`src/rtl/aon_wdog_pkg.sv`:
```
package aon_wdog_pkg;

    typedef enum logic {
        LK_SHUT = 1'b0,
        LK_OPEN = 1'b1
    } lock_state_e;

    localparam int unsigned ADDR_W  = 6;
    localparam int unsigned REG_W   = 32;
    localparam int unsigned SCALE_W = 4;

    localparam logic [ADDR_W-1:0] OFF_CFG    = 6'h00;
    localparam logic [ADDR_W-1:0] OFF_COUNT  = 6'h08;
    localparam logic [ADDR_W-1:0] OFF_SCALED = 6'h10;
    localparam logic [ADDR_W-1:0] OFF_FEED   = 6'h18;
    localparam logic [ADDR_W-1:0] OFF_KEY    = 6'h1C;
    localparam logic [ADDR_W-1:0] OFF_CMP    = 6'h20;

    localparam int unsigned BIT_RSTEN  = 8;
    localparam int unsigned BIT_ZCMP   = 9;
    localparam int unsigned BIT_EN_ALW = 12;
    localparam int unsigned BIT_EN_AWK = 13;
    localparam int unsigned BIT_IP     = 28;

    typedef struct packed {
        logic               ip;
        logic               en_awk;
        logic               en_alw;
        logic               zcmp;
        logic               rsten;
        logic [SCALE_W-1:0] scale;
    } cfg_t;

endpackage

```
`src/rtl/aon_wdog_lock.sv`:
```
module aon_wdog_lock
    import aon_wdog_pkg::*;
#(
    parameter logic [REG_W-1:0] KEY_VAL = 32'h0051_F15E
) (
    input  logic              clk,
    input  logic              rst_n,
    input  logic              we_i,
    input  logic [ADDR_W-1:0] addr_i,
    input  logic [REG_W-1:0]  wdata_i,
    output logic              wr_ok_o,
    output logic              open_o
);

    lock_state_e state_q, state_d;
    logic        key_hit;

    assign key_hit = we_i && (addr_i == OFF_KEY) && (wdata_i == KEY_VAL);

    always_ff @(posedge clk or negedge rst_n) begin
        if (!rst_n) state_q <= LK_SHUT;
        else        state_q <= state_d;
    end

    always_comb begin
        state_d = state_q;
        unique case (state_q)
            LK_SHUT: if (key_hit) state_d = LK_OPEN;
            LK_OPEN: if (we_i)    state_d = key_hit ? LK_OPEN : LK_SHUT;
            default:              state_d = LK_SHUT;
        endcase
    end

    always_comb begin
        open_o  = (state_q == LK_OPEN);
        wr_ok_o = we_i && (addr_i != OFF_KEY) && (state_q == LK_OPEN);
    end

endmodule

```
`src/rtl/aon_wdog_count.sv`:
```
module aon_wdog_count #(
    parameter int unsigned CNT_W = 31
) (
    input  logic             clk,
    input  logic             rst_n,
    input  logic             tick_i,
    input  logic             run_i,
    input  logic             load_i,
    input  logic [CNT_W-1:0] load_val_i,
    input  logic             clr_i,
    output logic [CNT_W-1:0] cnt_o
);

    localparam logic [CNT_W-1:0] ONE = CNT_W'(1);

    always_ff @(posedge clk or negedge rst_n) begin
        if (!rst_n)              cnt_o <= '0;
        else if (load_i)         cnt_o <= load_val_i;
        else if (clr_i)          cnt_o <= '0;
        else if (tick_i && run_i) cnt_o <= cnt_o + ONE;
    end

endmodule

```
`src/rtl/aon_wdog_cmp.sv`:
```
module aon_wdog_cmp
    import aon_wdog_pkg::*;
#(
    parameter int unsigned CNT_W = 31,
    parameter int unsigned CMP_W = 16
) (
    input  logic [CNT_W-1:0]   cnt_i,
    input  logic [SCALE_W-1:0] scale_i,
    input  logic [CMP_W-1:0]   cmp_i,
    output logic [CMP_W-1:0]   scaled_o,
    output logic               hit_o
);

    logic [CNT_W-1:0] shifted;

    assign shifted = cnt_i >> scale_i;

    generate
        if (CMP_W <= CNT_W) begin : g_slice
            assign scaled_o = shifted[CMP_W-1:0];
        end else begin : g_pad
            assign scaled_o = {{(CMP_W-CNT_W){1'b0}}, shifted};
        end
    endgenerate

    assign hit_o = (scaled_o >= cmp_i);

endmodule

```
`src/rtl/aon_wdog.sv`:
```
module aon_wdog
    import aon_wdog_pkg::*;
#(
    parameter int unsigned      CNT_W    = 31,
    parameter int unsigned      CMP_W    = 16,
    parameter logic [REG_W-1:0] KEY_VAL  = 32'h0051_F15E,
    parameter logic [REG_W-1:0] FEED_VAL = 32'h0D09_F00D
) (
    input  logic              clk,
    input  logic              rst_n,
    input  logic              tick_i,
    input  logic              reg_we_i,
    input  logic [ADDR_W-1:0] reg_addr_i,
    input  logic [REG_W-1:0]  reg_wdata_i,
    output logic [REG_W-1:0]  reg_rdata_o,
    output logic              irq_o,
    output logic              rst_req_o
);

    cfg_t             cfg_q;
    logic [CMP_W-1:0] cmp_q;
    logic [CNT_W-1:0] cnt_w;
    logic [CMP_W-1:0] scaled_w;
    logic             hit_w, hit_q, rst_req_q;
    logic             wr_ok, lock_open_w;
    logic             ld_cnt, feed_clr, cnt_clr;

    aon_wdog_lock #(.KEY_VAL(KEY_VAL)) u_lock (
        .clk     (clk),
        .rst_n   (rst_n),
        .we_i    (reg_we_i),
        .addr_i  (reg_addr_i),
        .wdata_i (reg_wdata_i),
        .wr_ok_o (wr_ok),
        .open_o  (lock_open_w)
    );

    assign ld_cnt   = wr_ok && (reg_addr_i == OFF_COUNT);
    assign feed_clr = wr_ok && (reg_addr_i == OFF_FEED) && (reg_wdata_i == FEED_VAL);
    assign cnt_clr  = feed_clr || (hit_w && cfg_q.zcmp);

    aon_wdog_count #(.CNT_W(CNT_W)) u_count (
        .clk        (clk),
        .rst_n      (rst_n),
        .tick_i     (tick_i),
        .run_i      (cfg_q.en_alw || cfg_q.en_awk),
        .load_i     (ld_cnt),
        .load_val_i (reg_wdata_i[CNT_W-1:0]),
        .clr_i      (cnt_clr),
        .cnt_o      (cnt_w)
    );

    aon_wdog_cmp #(.CNT_W(CNT_W), .CMP_W(CMP_W)) u_cmp (
        .cnt_i    (cnt_w),
        .scale_i  (cfg_q.scale),
        .cmp_i    (cmp_q),
        .scaled_o (scaled_w),
        .hit_o    (hit_w)
    );

    always_ff @(posedge clk or negedge rst_n) begin
        if (!rst_n) begin
            cfg_q <= '0;
        end else if (wr_ok && (reg_addr_i == OFF_CFG)) begin
            cfg_q.scale  <= reg_wdata_i[SCALE_W-1:0];
            cfg_q.rsten  <= reg_wdata_i[BIT_RSTEN];
            cfg_q.zcmp   <= reg_wdata_i[BIT_ZCMP];
            cfg_q.en_alw <= reg_wdata_i[BIT_EN_ALW];
            cfg_q.en_awk <= reg_wdata_i[BIT_EN_AWK];
            cfg_q.ip     <= reg_wdata_i[BIT_IP] | hit_w;
        end else begin
            cfg_q.ip     <= cfg_q.ip | hit_w;
        end
    end

    always_ff @(posedge clk or negedge rst_n) begin
        if (!rst_n) begin
            cmp_q     <= '1;
            hit_q     <= 1'b0;
            rst_req_q <= 1'b0;
        end else begin
            if (wr_ok && (reg_addr_i == OFF_CMP)) cmp_q <= reg_wdata_i[CMP_W-1:0];
            hit_q     <= hit_w;
            rst_req_q <= hit_w && !hit_q && cfg_q.rsten;
        end
    end

    always_comb begin
        reg_rdata_o = '0;
        case (reg_addr_i)
            OFF_CFG: begin
                reg_rdata_o[SCALE_W-1:0] = cfg_q.scale;
                reg_rdata_o[BIT_RSTEN]   = cfg_q.rsten;
                reg_rdata_o[BIT_ZCMP]    = cfg_q.zcmp;
                reg_rdata_o[BIT_EN_ALW]  = cfg_q.en_alw;
                reg_rdata_o[BIT_EN_AWK]  = cfg_q.en_awk;
                reg_rdata_o[BIT_IP]      = cfg_q.ip;
            end
            OFF_COUNT:  reg_rdata_o[CNT_W-1:0] = cnt_w;
            OFF_SCALED: reg_rdata_o[CMP_W-1:0] = scaled_w;
            OFF_CMP:    reg_rdata_o[CMP_W-1:0] = cmp_q;
            default:    reg_rdata_o = '0;
        endcase
    end

    assign irq_o     = cfg_q.ip;
    assign rst_req_o = rst_req_q;

endmodule

```
`config.mk`:
```
export PLATFORM = sky130hd
export DESIGN_NAME = aon_wdog
export DESIGN_NICKNAME = d
export VERILOG_FILES = /design/src/rtl/aon_wdog_pkg.sv /design/src/rtl/aon_wdog_lock.sv /design/src/rtl/aon_wdog_count.sv /design/src/rtl/aon_wdog_cmp.sv /design/src/rtl/aon_wdog.sv
export SDC_FILE = /design/constraint.sdc
export NUM_CORES = 1
export LEC_CHECK = 0
export CAP_MARGIN = 0
export CORE_MARGIN = 1
export CORE_UTILIZATION = 25
export CTS_CLUSTER_DIAMETER = 200
export CTS_CLUSTER_SIZE = 10
export DETAILED_ROUTE_END_ITERATION = 10
export HOLD_SLACK_MARGIN = 0.12
export PLACE_DENSITY = 0.54
export SYNTH_ARGS = -nofsm -noshare
export SYNTH_HDL_FRONTEND = slang
export SYNTH_SLANG_ARGS = --single-unit
```
`constraint.sdc`:
```
create_clock -name clk -period 5.5 [get_ports clk]
set_input_delay 1.1 -clock clk [delete_from_list [all_inputs] [get_ports clk]]
set_output_delay 1.1 -clock clk [all_outputs]
set_load 0.005 [all_outputs]
```
## Yosys cells after proc, flatten, opt, wreduce, memory -nomap -nowiden

Index checks and enable logic that the tools add are counted.

| word-level totals | value |
|---|---|
| register bits after elaboration | 59 |
| bits of input ports | 42 |
| logic and storage cells | 59 |

| operators by class | value |
|---|---|
| add/sub/neg operators | 1 |
| $lt $le $gt $ge | 1 |
| equality and inequality tests | 8 |
| shifts and indexed selects | 1 |
| multiplexer cells | 16 |
| bitwise gates (word level) | 3 |
| reductions and logical operators | 18 |

Operators by type and width:

| operator | count |
|---|---|
| two-way mux 31 bit | 3 |
| equality test 32 x 23 -> 1 bit (second input constant) | 1 |
| equality test 32 x 28 -> 1 bit (second input constant) | 1 |
| adder 31 x 1 -> 31 bit (second input constant) | 1 |
| right shift 31 x 4 -> 16 bit | 1 |
| equality test 6 x 5 -> 1 bit (second input constant) | 3 |
| greater-or-equal comparator 16 bit | 1 |
| case mux 2 bit (4 select lines) | 2 |
| case mux 4 bit (4 select lines) | 1 |
| logical AND 1 bit | 13 |
| two-way mux 12 bit | 1 |
| case mux 2 bit (3 select lines) | 2 |
| case mux 4 bit (3 select lines) | 1 |
| equality test 6 x 4 -> 1 bit (second input constant) | 1 |
| equality test 6 bit (second input constant) | 1 |
| logical NOT 6 bit | 1 |
| != test 6 x 5 -> 1 bit (second input constant) | 1 |
| case mux 1 bit (2 select lines) | 2 |
| two-way mux 1 bit | 3 |
| nonzero test 3 bit | 1 |
| logical OR 1 bit | 2 |
| two-way mux 2 bit | 1 |
| OR 1 bit | 2 |
| logical NOT 1 bit | 1 |
| inverter 1 bit | 1 |

## Logic depth before layout (Yosys ltp)

Gate-level depths: netlist of run 1.

| depth | value |
|---|---|
| depth in word-level cells | 8 |
| gate-level depth with buffers | 16 |

## Cells and area by module

Synthesis of run 1 repeated with hierarchy kept, for this count alone.

| unflattened totals | value |
|---|---|
| cell total of the unflattened synthesis | 633 |
| area total of the unflattened synthesis | 5,619.1 µm² |

Modules (own cells, without submodules):

| module | times used | cells each | area each (µm²) |
|---|---|---|---|
| aon_wdog_count | 1 | 267 | 2,159.6 |
| aon_wdog | 1 | 167 | 1,721.7 |
| aon_wdog_cmp | 1 | 180 | 1,561.5 |
| aon_wdog_lock | 1 | 19 | 176.4 |

## Least setup slack after synthesis of run 1

No wires, ideal clock.

| timing path | value |
|---|---|
| path kind | reg2reg |
| start | register cfg_q[1] (netlist name) |
| end | register u_count.cnt_o[7] |
| setup time | 0.127 ns |
| arrival time | 3.817 ns |
| data required time | 5.373 ns |
| slack | 1.556 ns |
| cell stages (with the launch flop) | 16 |
| period minus slack after synthesis | 3.944 ns |
| cell sequence | dfrtp_1 > clkbuf_1 > buf_2 > buf_1 > mux4_2 > nand2_1 > a21oi_1 > a21oi_1 > ha_1 > nand2b_1 > a2111o_1 > a41o_1 > o31ai_1 > clkbuf_1 > a21oi_1 > o2bb2a_1 |

| between the ends | value |
|---|---|
| word-level cells in the longest chain between the ends | 6 |
| elaborated cells on any way between the ends | 7 |

RTL lines:

| what | RTL line | RTL |
|---|---|---|
| start: declaration | aon_wdog.sv:20 | `cfg_t cfg_q;` |
| right shift 31 x 4 -> 16 bit (*) | aon_wdog_cmp.sv:16 | `assign shifted = cnt_i >> scale_i;` |
| greater-or-equal comparator 16 bit (*) | aon_wdog_cmp.sv:26 | `assign hit_o = (scaled_o >= cmp_i);` |
| logical AND 1 bit (*) | aon_wdog.sv:40 | `assign cnt_clr = feed_clr \|\| (hit_w && cfg_q.zcmp);` |
| logical OR 1 bit (*) | aon_wdog.sv:40 |  |
| two-way mux 31 bit | aon_wdog_count.sv:19 | `else if (clr_i) cnt_o <= '0;` |
| two-way mux 31 bit | aon_wdog_count.sv:18 | `else if (load_i) cnt_o <= load_val_i;` |
| end signal: assignment | aon_wdog_count.sv:18 |  |
| end signal: assignment | aon_wdog_count.sv:20 | `else if (tick_i && run_i) cnt_o <= cnt_o + ONE;` |
| end: declaration | aon_wdog_count.sv:11 | `output logic [CNT_W-1:0] cnt_o` |

Mark *: on every way between the ends. The rest lies on a longest branch, timed or not.
A chain may end at the register's enable or synchronous reset.

## Worst setup path in the final report of run 1

| timing path | value |
|---|---|
| start | input port reg_addr_i[2] |
| end | output port reg_rdata_o[6] |

| between the ends | value |
|---|---|
| word-level cells in the longest chain between the ends | 2 |
| elaborated cells on any way between the ends | 4 |

RTL lines:

| what | RTL line | RTL |
|---|---|---|
| start: declaration | aon_wdog.sv:13 | `input logic [ADDR_W-1:0] reg_addr_i,` |
| equality test 6 bit (tied with other cells) | aon_wdog.sv:90 | `case (reg_addr_i)` |
| case mux 4 bit (3 select lines) (*) | aon_wdog.sv:90 |  |
| end: declaration | aon_wdog.sv:15 | `output logic [REG_W-1:0] reg_rdata_o,` |

Marked as above.

==> results_dict.tcl, run 1 <==
set metrics [dict create \
    run_status "complete, no violations" \
    hold_violations 0 \
    cp.required_ns 4.40 \
    clock.fmax_mhz 216 \
    slew-limit-headroom_pct 33.2 \
    port-buffer-count 74 \
    global_route.overflow_total 0 \
    arrival_ns 3.52 \
    dieArea_mm2 0.0221 \
    postSynthCellCount 642 \
    r2r-end "u_count.cnt_o[12]$_DFFE_PN0P_" \
    critical_path.reg2reg.startpoint "cfg_q[0]$_DFFE_PN0P_" \
    routed_via_count_divided_by_cell_count 5.43 \
    yosysMostFrequentCell "nand2_1" \
    p_leak_nw 2.77 \
    critical_path_buf_inv_count 3 \
    synth_edf_count 0 \
    floorplan.rows 53 \
    holdBufCountCts 0 \
    critical_path.max_fanout 8 \
    post_cts_repair_resize_count 0 \
    antenna_cells_inserted 0 \
    area_growth_pct 24.5 \
    rsz0062_at_grt "false" \
    hold_end "cmp_q[8]$_DFFE_PN1P_" \
    routedWlPerCell_um 20.4 \
    finalCritPeriodShare_pct 84.0 \
    postRouteAntennaNets 0 \
    antenna_found_initial 0 \
    post_synth_instance_area_mm2 0.00539 \
    die-width_um 149 \
    async_reset_ff_share_pct 100 \
    cp_top_family "buffers and inverters" \
    total_power_mw 1.13 \
    numCtsBuffers 9 \
    timing_worst_slew_pin_value_ns 1.00 \
    initial_core_util_pct 25.6 \
    synth_register_bits 59 \
    fin_crit_ns 4.62 \
    place.gp.congestion 0.875 \
    synth_warnings 0 \
    tritoncts "yes" \
    min_path_cells 2 \
    slowest_delay_ns 0.63 \
    fin_setup_tns_ns 0 \
    cts.repair_timing.setup_buffer_count 0 \
    worst_path_max_delay_cell "or4b_2" \
    clock-sinks 59 \
    yosysSeqAreaShare_pct 27.8 \
    pwr_dens_mw_per_mm2 169 \
    synth_top_cells_by_area "dfrtp_1 (20%), dfstp_2 (7.8%), mux2_2 (6.7%)" \
    dr_total_vias 5258 \
    vdd.ir_drop.worst_uv 121 \
    grt_pass1_vias 5126 \
    reg2reg_slack_ns 1.05 \
    synth_fp_nets 701 \
    cts.clk_slew.worst_paths_ns 0.05 \
    clk_path_buf_depth 2 \
    firstDrtPassIters 5 \
    grt_start_max_net_pins 60 \
    cts_root_buf "clkbuf_16" \
    final-max-slew-violation-count 0 \
    average_size_of_a_mapped_cell_um2 8.39 \
    wl_met2_um 9510 \
    synth_largest_area_cell "dfrtp_1" \
    grt_first_pass_wirelength_um 30400 \
    highest_routed_metal_layer "met4" \
    post-dp-hpwl_um 14700 \
    wl_met1_um 8630 \
    hp-class "reg2reg" \
    maxCapViolations 0 \
    grt.total_usage_pct 18.4 \
    path_class "in2out" \
    endpoint_kind_of_the_worst_setup_timing_path "output pin" \
    met3_wirelength_um 1130 \
    fin_worst_skew_ns 0.00928 \
    finalNetCount 748 \
    drt_drc_violations_left 0 \
    finalWirelength_um 19800 \
    htree_num_levels 3 \
    yosys_most_used_dff "dfrtp_1" \
    report.final.setup_viol 0 \
    yosys-top-cells-count "nand2_1 (89), clkbuf_1 (45), dfrtp_1 (43), nand3_1 (40), nor2_1 (38)" \
    synth_top_area_share_pct 20.0 \
    synth_cell_types 62 \
    io_pins 76 \
    crit_chain "clkdlybuf4s50_1 -> nor2_1 -> or4b_2 -> nor2_1 -> buf_4 -> a22o_1 -> a21o_1 -> clkdlybuf4s50_1" \
    timing.reg2reg.worst_path_depth 12 \
    critical_path.startpoint_type "primary input" \
    post_route_cells_drive_above_1_share_pct 14.6 \
    fp.dieH_um 149 \
    initialDrtViolationCount 470 \
    placeableCoreArea_mm2 0.0211 \
    clk_latency_ns 0.34 \
    hold_start "cmp_q[8]$_DFFE_PN1P_" \
]
[cells in the final DEF (no fill, tap or decap), types with 6 or more instances in the layout]
cell             synthesis  final
inv_1                   20     20
a2bb2oi_1               21     21
mux2i_1                 25     25
nor3_1                  10      8
a22o_1                  10     10
nand4_1                 13     13
mux2_2                  32     32
and2_1                  16     16
o21ai_0                 30     30
clkbuf_16                0      9
o211ai_1                 6      6
a22oi_1                 18     18
a21o_1                   8      8
nand3_1                 40     40
nor2_1                  38     38
dfrtp_1                 43     43
a21oi_1                 32     32
dfstp_2                 16     16
buf_4                    1     16
o21a_1                  13     13
a221o_1                  7      7
and3_1                  10     10
mux4_2                  11     11
nand2_1                 89     89
ha_1                    17     17
clkdlybuf4s50_1          0     73
[worst reg2reg max path, cell delays in order, from the launching register on]
cell and delay (ns):
dfrtp_1 0.80, buf_4 0.41, mux4_2 0.57, mux2_2 0.30, nor2_1 0.09, a31oi_1 0.11, ha_1 0.40, a21oi_1 0.13
o21ai_0 0.12, a41o_1 0.27, o31a_1 0.43, or4_1 0.60, a2bb2oi_1 0.16
[flip-flops by register name, summed over array words and instances, names as in the netlist]
signal	cells
rst_req_o	1
u_lock.open_o	1
hit_q	1
cmp_q	16
irq_o	1
u_count.cnt_o	31
cfg_q	8
[final cells by class]
class                           count  area (µm²)
Sequential cell                    59        1500
Clock inverter                      2        35.0
Inverter                           21        78.8
Tap cell                          275         344
Clock buffer                       14         274
Multi-Input combinational cell    508        3620
Fill cell                        2235       14400
Timing Repair Buffer               90         856
[logic make-up (layout without fill, tap and decap cells)]
logic type	Yosys count	after routing	share of synthesized area (%)
buffers and inverters	75	127	5.69
DFF	59	59	27.8
muxes	68	68	15.9
and+or+nand+nor	249	249	23.2
adders and majority gates	17	17	3.95
other	1	1	0.0696
AOI/OAI and AO/OA	173	173	23.4
[per-stage QoR]
stage | hold slack (ns) | setup slack (ns) | instances | util (%) | instance area [µm²]
final | 0.517 | 0.880 | 969 | 31.8 | 6710
after global routing | 0.530 | 0.757 | 969 | 31.8 | 6710
after CTS | 0.519 | 0.875 | 969 | 31.8 | 6710
after detailed placement | 0.511 | 0.867 | 953 | 30.3 | 6400
after global placement | 0.500 | 0.891 | 953 | 30.3 | 6400
after floorplan | 0.489 | 1.56 | 642 | - | 5390
[metal layers]
| metal | up-vias | GRT usage [%] |
|---|---|---|
| met5 | - | 0 |
| met4 | 0 | 7.24 |
| met3 | 29 | 3.06 |
| met2 | 165 | 30.3 |
| met1 | 2562 | 24.0 |
| li1 | 2502 | - |
[power by group]
part / internal [mW] / leakage, nW / switching, mW
clock network: 0.387 / 0.153 / 0.209
logic: 0.0450 / 1.87 / 0.0455
registers: 0.439 / 0.747 / 0.00921
total: 0.872 / 2.77 / 0.263
[how the worst max path moves through the flow]
| stage | from | end | cells past startpoint |
|---|---|---|---|
| detailed placement | reg_addr_i[2] | reg_rdata_o[0] | 6 |
| global placement | reg_addr_i[2] | reg_rdata_o[0] | 6 |
| floorplan | cfg_q[1]$_DFFE_PN0P_ | u_count.cnt_o[7]$_DFFE_PN0P_ | 15 |
| finish | reg_addr_i[2] | reg_rdata_o[6] | 8 |
| CTS | reg_addr_i[2] | reg_rdata_o[7] | 8 |
| global route | reg_addr_i[2] | reg_rdata_o[6] | 8 |
Note: power is estimated with default switching activity, not from simulation.
==> run 2, diff against run 1 <==
==> constraint.sdc (replaced) <==
create_clock -name clk -period 4.8 [get_ports clk]
set_input_delay 0.96 -clock clk [delete_from_list [all_inputs] [get_ports clk]]
set_output_delay 0.96 -clock clk [all_outputs]
set_load 0.005 [all_outputs]
==> results_dict.tcl, run 2 (synthesized netlist as in run 1, its figures left out) <==
set metrics [dict create \
    fin_worst_skew_ns 0.00493 \
    grt_start_max_net_pins 51 \
    critical_path.startpoint_type "primary input" \
    initial_core_util_pct 25.6 \
    cts.clk_slew.worst_paths_ns 0.05 \
    fp.dieH_um 149 \
    area_growth_pct 27.1 \
    placeableCoreArea_mm2 0.0211 \
    cp.required_ns 3.84 \
    maxCapViolations 0 \
    holdBufCountCts 0 \
    numCtsBuffers 9 \
    hp-class "reg2reg" \
    grt_pass1_vias 5377 \
    timing.critical_path.mode_cell "clkdlybuf4s50_1" \
    slew-limit-headroom_pct 20.6 \
    report.final.setup_viol 0 \
    die-width_um 149 \
    layout.cells.most_common_list "nand2_1 (89), clkdlybuf4s50_1 (73), dfrtp_1 (43), nand3_1 (40), nor2_1 (38)" \
    path_class "in2out" \
    largest-register "u_count.cnt_o" \
    clk_path_buf_depth 2 \
    hold_violations 0 \
    total_power_mw 1.31 \
    post_cts_repair_resize_count 0 \
    port-buffer-count 74 \
    slowest_delay_ns 0.73 \
    dieArea_mm2 0.0221 \
    post-dp-hpwl_um 15500 \
    crit_chain "clkdlybuf4s50_1 -> nor2_1 -> or4b_2 -> buf_4 -> o221ai_1 -> clkdlybuf4s50_1" \
    dr_total_vias 5480 \
    endpoint_kind_of_the_worst_setup_timing_path "output pin" \
    fin_crit_ns 4.34 \
    postRouteAntennaNets 0 \
    clock-sinks 59 \
    finalWirelength_um 20500 \
    cts_root_buf "clkbuf_16" \
    place.gp.congestion 0.951 \
    finish.utilization_pct 32.5 \
    initialDrtViolationCount 529 \
    largest_registers "u_count.cnt_o x31, cmp_q x16, cfg_q x8" \
    layout.cell_area.non_filler_mm2 0.00685 \
    io_pins 76 \
    routedWlPerCell_um 20.8 \
    most_frequent_standard_cell_in_the_layout_excluding_fill_and_tap_cells "nand2_1" \
    antenna_found_initial 0 \
    run_status "complete, no violations" \
    finalCritPeriodShare_pct 90.4 \
    arrival_ns 3.38 \
    grt.total_usage_pct 19.2 \
    pwr_dens_mw_per_mm2 191 \
    cts.repair_timing.setup_buffer_count 0 \
    final-max-slew-violation-count 0 \
    worst_path_max_delay_cell "or4b_2" \
    drt_drc_violations_left 0 \
    firstDrtPassIters 5 \
    p_leak_nw 2.86 \
    global_route.overflow_total 0 \
    clk_latency_ns 0.35 \
    tritoncts "yes" \
    post_route_cells_drive_above_1_share_pct 16.6 \
    fin_setup_tns_ns 0 \
    grt_first_pass_wirelength_um 31800 \
    floorplan.rows 53 \
    htree_num_levels 3 \
    clock.fmax_mhz 230 \
    largest_reg_flops 31 \
    rsz0062_at_grt "false" \
    routed_via_count_divided_by_cell_count 5.55 \
    timing_worst_slew_pin_value_ns 1.19 \
    fin_worst_hold_slack_ns 0.506 \
    vdd.ir_drop.worst_uv 110 \
    finalNetCount 764 \
    dpl_cell_area_mm2 0.00653 \
    critical_path.max_fanout 8 \
]
run 2: changes by cell type in the layout (fill, tap and decap cells not counted):
cell and change:
clkbuf_1 -1, clkbuf_8 +3, clkinv_2 -1, diode_2 +2
buf_12 +1, buf_4 +15, bufinv_16 -1
run 2: final timing paths:
kind                                      start                       endpoint  slack, ns  cells after the start
max reg2reg                cfg_q[0]$_DFFE_PN0P_  u_count.cnt_o[12]$_DFFE_PN0P_       0.61                     12
min in group asynchronous                 rst_n            rst_req_o$_DFF_PN0_       0.70                      1
min                             hit_q$_DFF_PN0_            rst_req_o$_DFF_PN0_       0.51                      1
max in group asynchronous                 rst_n           cmp_q[0]$_DFFE_PN1P_       3.17                      2
max                               reg_addr_i[3]                 reg_rdata_o[0]       0.46                      6
min reg2reg                     hit_q$_DFF_PN0_            rst_req_o$_DFF_PN0_       0.51                      1
run 2: per-layer routing:
metal | routed length [µm] | up-vias | share of wire (%) | track usage [%]
li1 | - | 2544 | - | -
met4 | 600 | 0 | 2.9 | 8.21
met1 | 9060 | 2707 | 44 | 25.0
met2 | 9650 | 192 | 47 | 30.6
met5 | 0 | - | 0 | 0
met3 | 1210 | 37 | 5.9 | 3.98
run 2: where the power goes:
part | internal [mW] | total [mW] | switching, mW
logic | 0.0557 | 0.115 | 0.0590
registers | 0.503 | 0.510 | 0.00635
clock network | 0.435 | 0.681 | 0.247
total | 0.994 | 1.31 | 0.312
run 2: cell type report:
class	count	area [µm²]
clock buffer	16	312
multi-input combinational	508	3620
timing repair buffer	106	988
sequential	59	1500
tap	275	344
antenna	2	5.00
fill	2198	14200
inverter	21	78.8
run 2: stage by stage:
step | setup WS (ns) | instances
detailed placement | 0.441 | 969
floorplan | 0.856 | 642
global placement | 0.460 | 969
finish | 0.461 | 987
global route | 0.376 | 985
CTS | 0.440 | 985
run 2: worst max-delay path, delay by kind of cell:
kind,cells,cell delay (ns)
buffers and inverters,3,1.28
AND/OR/NAND/NOR,2,0.86
AO/OA/AOI/OAI,1,0.27
==> run 3, diff against run 2 <==
--- a/config.mk
+++ b/config.mk
@@ -6,13 +6,14 @@
 export NUM_CORES = 1
 export LEC_CHECK = 0
 export CAP_MARGIN = 0
-export CORE_MARGIN = 1
+export CORE_MARGIN = 8
 export CORE_UTILIZATION = 25
 export CTS_CLUSTER_DIAMETER = 200
 export CTS_CLUSTER_SIZE = 10
 export DETAILED_ROUTE_END_ITERATION = 10
+export DONT_BUFFER_PORTS = 1
 export HOLD_SLACK_MARGIN = 0.12
-export PLACE_DENSITY = 0.54
+export PLACE_DENSITY = 0.49
 export SYNTH_ARGS = -nofsm -noshare
 export SYNTH_HDL_FRONTEND = slang
 export SYNTH_SLANG_ARGS = --single-unit
==> results_dict.tcl, run 3 (synthesized netlist as in run 1, its figures left out) <==
set metrics [dict create \
    crit_chain "mux2_2 -> mux2_2 -> nand2_1 -> o21ai_0 -> a21oi_1 -> ha_1 -> nand2b_1 -> a2111o_1 -> a41o_1 -> o31ai_4 -> buf_4 -> a21oi_1 -> o2bb2a_1" \
    p_leak_nw 2.52 \
    post_route_cells_drive_above_1_share_pct 16.7 \
    combPwrFrac_pct 2.7 \
    die-width_um 163 \
    path_class "reg2reg" \
    vdd.ir_drop.worst_uv 110 \
    global_route.overflow_total 0 \
    fp.dieH_um 163 \
    cp_top_family "compound AO/OA/AOI/OAI gates" \
    grt_start_max_net_pins 60 \
    report.final.setup_viol 0 \
    holdBufCountCts 0 \
    largest-register "u_count.cnt_o" \
    initial_core_util_pct 25.6 \
    dr_total_vias 5071 \
    largest_reg_flops 31 \
    largest_registers "u_count.cnt_o x31, cmp_q x16, cfg_q x8" \
    clk_latency_ns 0.35 \
    grt.total_usage_pct 16.0 \
    hp-class "in2async" \
    htree_num_levels 3 \
    tritoncts "yes" \
    clk_path_buf_depth 2 \
    worst_path_max_delay_cell "dfrtp_1" \
    placeableCoreArea_mm2 0.0211 \
    endpoint_kind_of_the_worst_setup_timing_path "flip-flop" \
    critical_path.startpoint_type "flip-flop" \
    routed_via_count_divided_by_cell_count 5.65 \
    antenna_found_initial 0 \
    cts.clk_slew.worst_paths_ns 0.06 \
    dieArea_mm2 0.0265 \
    routedWlPerCell_um 23.2 \
    switching_share_pct 22.2 \
    finalCritPeriodShare_pct 89.1 \
    rsz0062_at_grt "false" \
    clock.fmax_mhz 234 \
    fin_worst_hold_slack_ns 0.308 \
    fin_setup_tns_ns 0 \
    clock_power_share_pct 57.0 \
    drt_drc_violations_left 0 \
    layout.cells.most_common_list "nand2_1 (89), dfrtp_1 (43), nand3_1 (40), nor2_1 (38)" \
    cp.required_ns 5.03 \
    antenna_cells_inserted 0 \
    critical_path.max_fanout 50 \
    slowest_delay_ns 0.68 \
    finalWirelength_um 20800 \
    arrival_ns 4.50 \
    most_frequent_standard_cell_in_the_layout_excluding_fill_and_tap_cells "nand2_1" \
    post-dp-hpwl_um 15500 \
    cts.repair_timing.setup_buffer_count 0 \
    postRouteAntennaNets 0 \
    maxCapViolations 0 \
    firstDrtPassIters 5 \
    pwr_dens_mw_per_mm2 212 \
    place.gp.congestion 0.851 \
    io_pins 76 \
    grt_first_pass_wirelength_um 32000 \
    grt_pass1_vias 4920 \
    cts_root_buf "clkbuf_16" \
    run_status "complete, no violations" \
    critical_path_buf_inv_count 1 \
    final-max-slew-violation-count 0 \
    timing_worst_slew_pin_value_ns 1.01 \
    port-buffer-count 0 \
    finalNetCount 676 \
    clock-sinks 59 \
    post_cts_repair_resize_count 0 \
    area_growth_pct 11.4 \
    fin_crit_ns 4.28 \
    seq_pwr_share_pct 40.3 \
    hold_violations 0 \
    floorplan.rows 53 \
    initialDrtViolationCount 475 \
    internal-power_mw 0.991 \
    slew-limit-headroom_pct 32.5 \
    numCtsBuffers 9 \
    fin_worst_skew_ns 0.0107 \
    power_switching_mw 0.283 \
]
==> run 3: cell types whose count changed in the layout (fill, tap and decap cells not counted), moves of 2 or more <==
cell,before,now
clkinv_2,0,2
clkdlybuf4s50_1,73,0
bufinv_16,0,2
buf_4,31,18
clkbuf_8,6,1
diode_2,2,0
==> run 3: per-layer routing <==
metal | GRT usage, % | share of wire (%) | up-vias
met5 | 0 | 0 | -
met4 | 5.96 | 2.5 | 0
met3 | 3.94 | 6.7 | 29
met2 | 26.2 | 48 | 163
met1 | 19.8 | 42 | 2509
li1 | - | - | 2370
==> run 3: worst reg2reg max path: stages, from the launching register on <==
cell,delay [ns]
dfrtp_1,0.68
mux2_2,0.41
mux2_2,0.29
nand2_1,0.07
o21ai_0,0.11
a21oi_1,0.28
ha_1,0.27
nand2b_1,0.20
a2111o_1,0.44
a41o_1,0.28
o31ai_4,0.20
buf_4,0.48
a21oi_1,0.12
o2bb2a_1,0.32
==> run 3: per-stage QoR <==
| step | util, % | setup WS (ns) | std cells | power, mW | area (µm²) |
|---|---|---|---|---|---|
| 3_5_place_dp | 26.9 | 0.562 | 881 | 0.556 | 5680 |
| 3_3_place_gp | 26.9 | 0.594 | 881 | 0.556 | 5680 |
| 2_1_floorplan | - | 0.856 | 642 | 0.549 | 5390 |
| 6_report | 28.5 | 0.522 | 897 | 1.27 | 6010 |
| 4_1_cts | 28.5 | 0.537 | 897 | 1.29 | 6010 |
| 5_1_grt | 28.5 | 0.262 | 897 | 1.31 | 6010 |
==> run 3: layout make-up <==
type | count | area [µm²]
inverter | 21 | 78.8
multi-input combinational | 508 | 3620
clock buffer | 10 | 239
tap | 275 | 344
fill | 2258 | 15100
timing repair buffer | 18 | 135
clock inverter | 6 | 87.6
sequential | 59 | 1500
==> run 3: power groups by stage <==
stage	registers (mW)	logic [mW]	clock network (mW)
4_1_cts	0.513	0.0352	0.744
3_5_place_dp	0.521	0.0349	0
5_1_grt	0.514	0.0384	0.755
6_report	0.513	0.0349	0.726
2_1_floorplan	0.517	0.0317	0
3_3_place_gp	0.521	0.0350	0
==> run 3: final timing paths <==
kind	from	endpoint	slack (ns)	cells past startpoint
worst max-delay path	cfg_q[1]$_DFFE_PN0P_	u_count.cnt_o[7]$_DFFE_PN0P_	0.52	13
min in group clk	hit_q$_DFF_PN0_	rst_req_o$_DFF_PN0_	0.51	1
max in group asynchronous	rst_n	cmp_q[0]$_DFFE_PN1P_	4.25	0
worst min-delay path	rst_n	cfg_q[4]$_DFFE_PN0P_	0.31	0
worst min register to register	hit_q$_DFF_PN0_	rst_req_o$_DFF_PN0_	0.51	1
worst max register to register	cfg_q[1]$_DFFE_PN0P_	u_count.cnt_o[7]$_DFFE_PN0P_	0.52	13
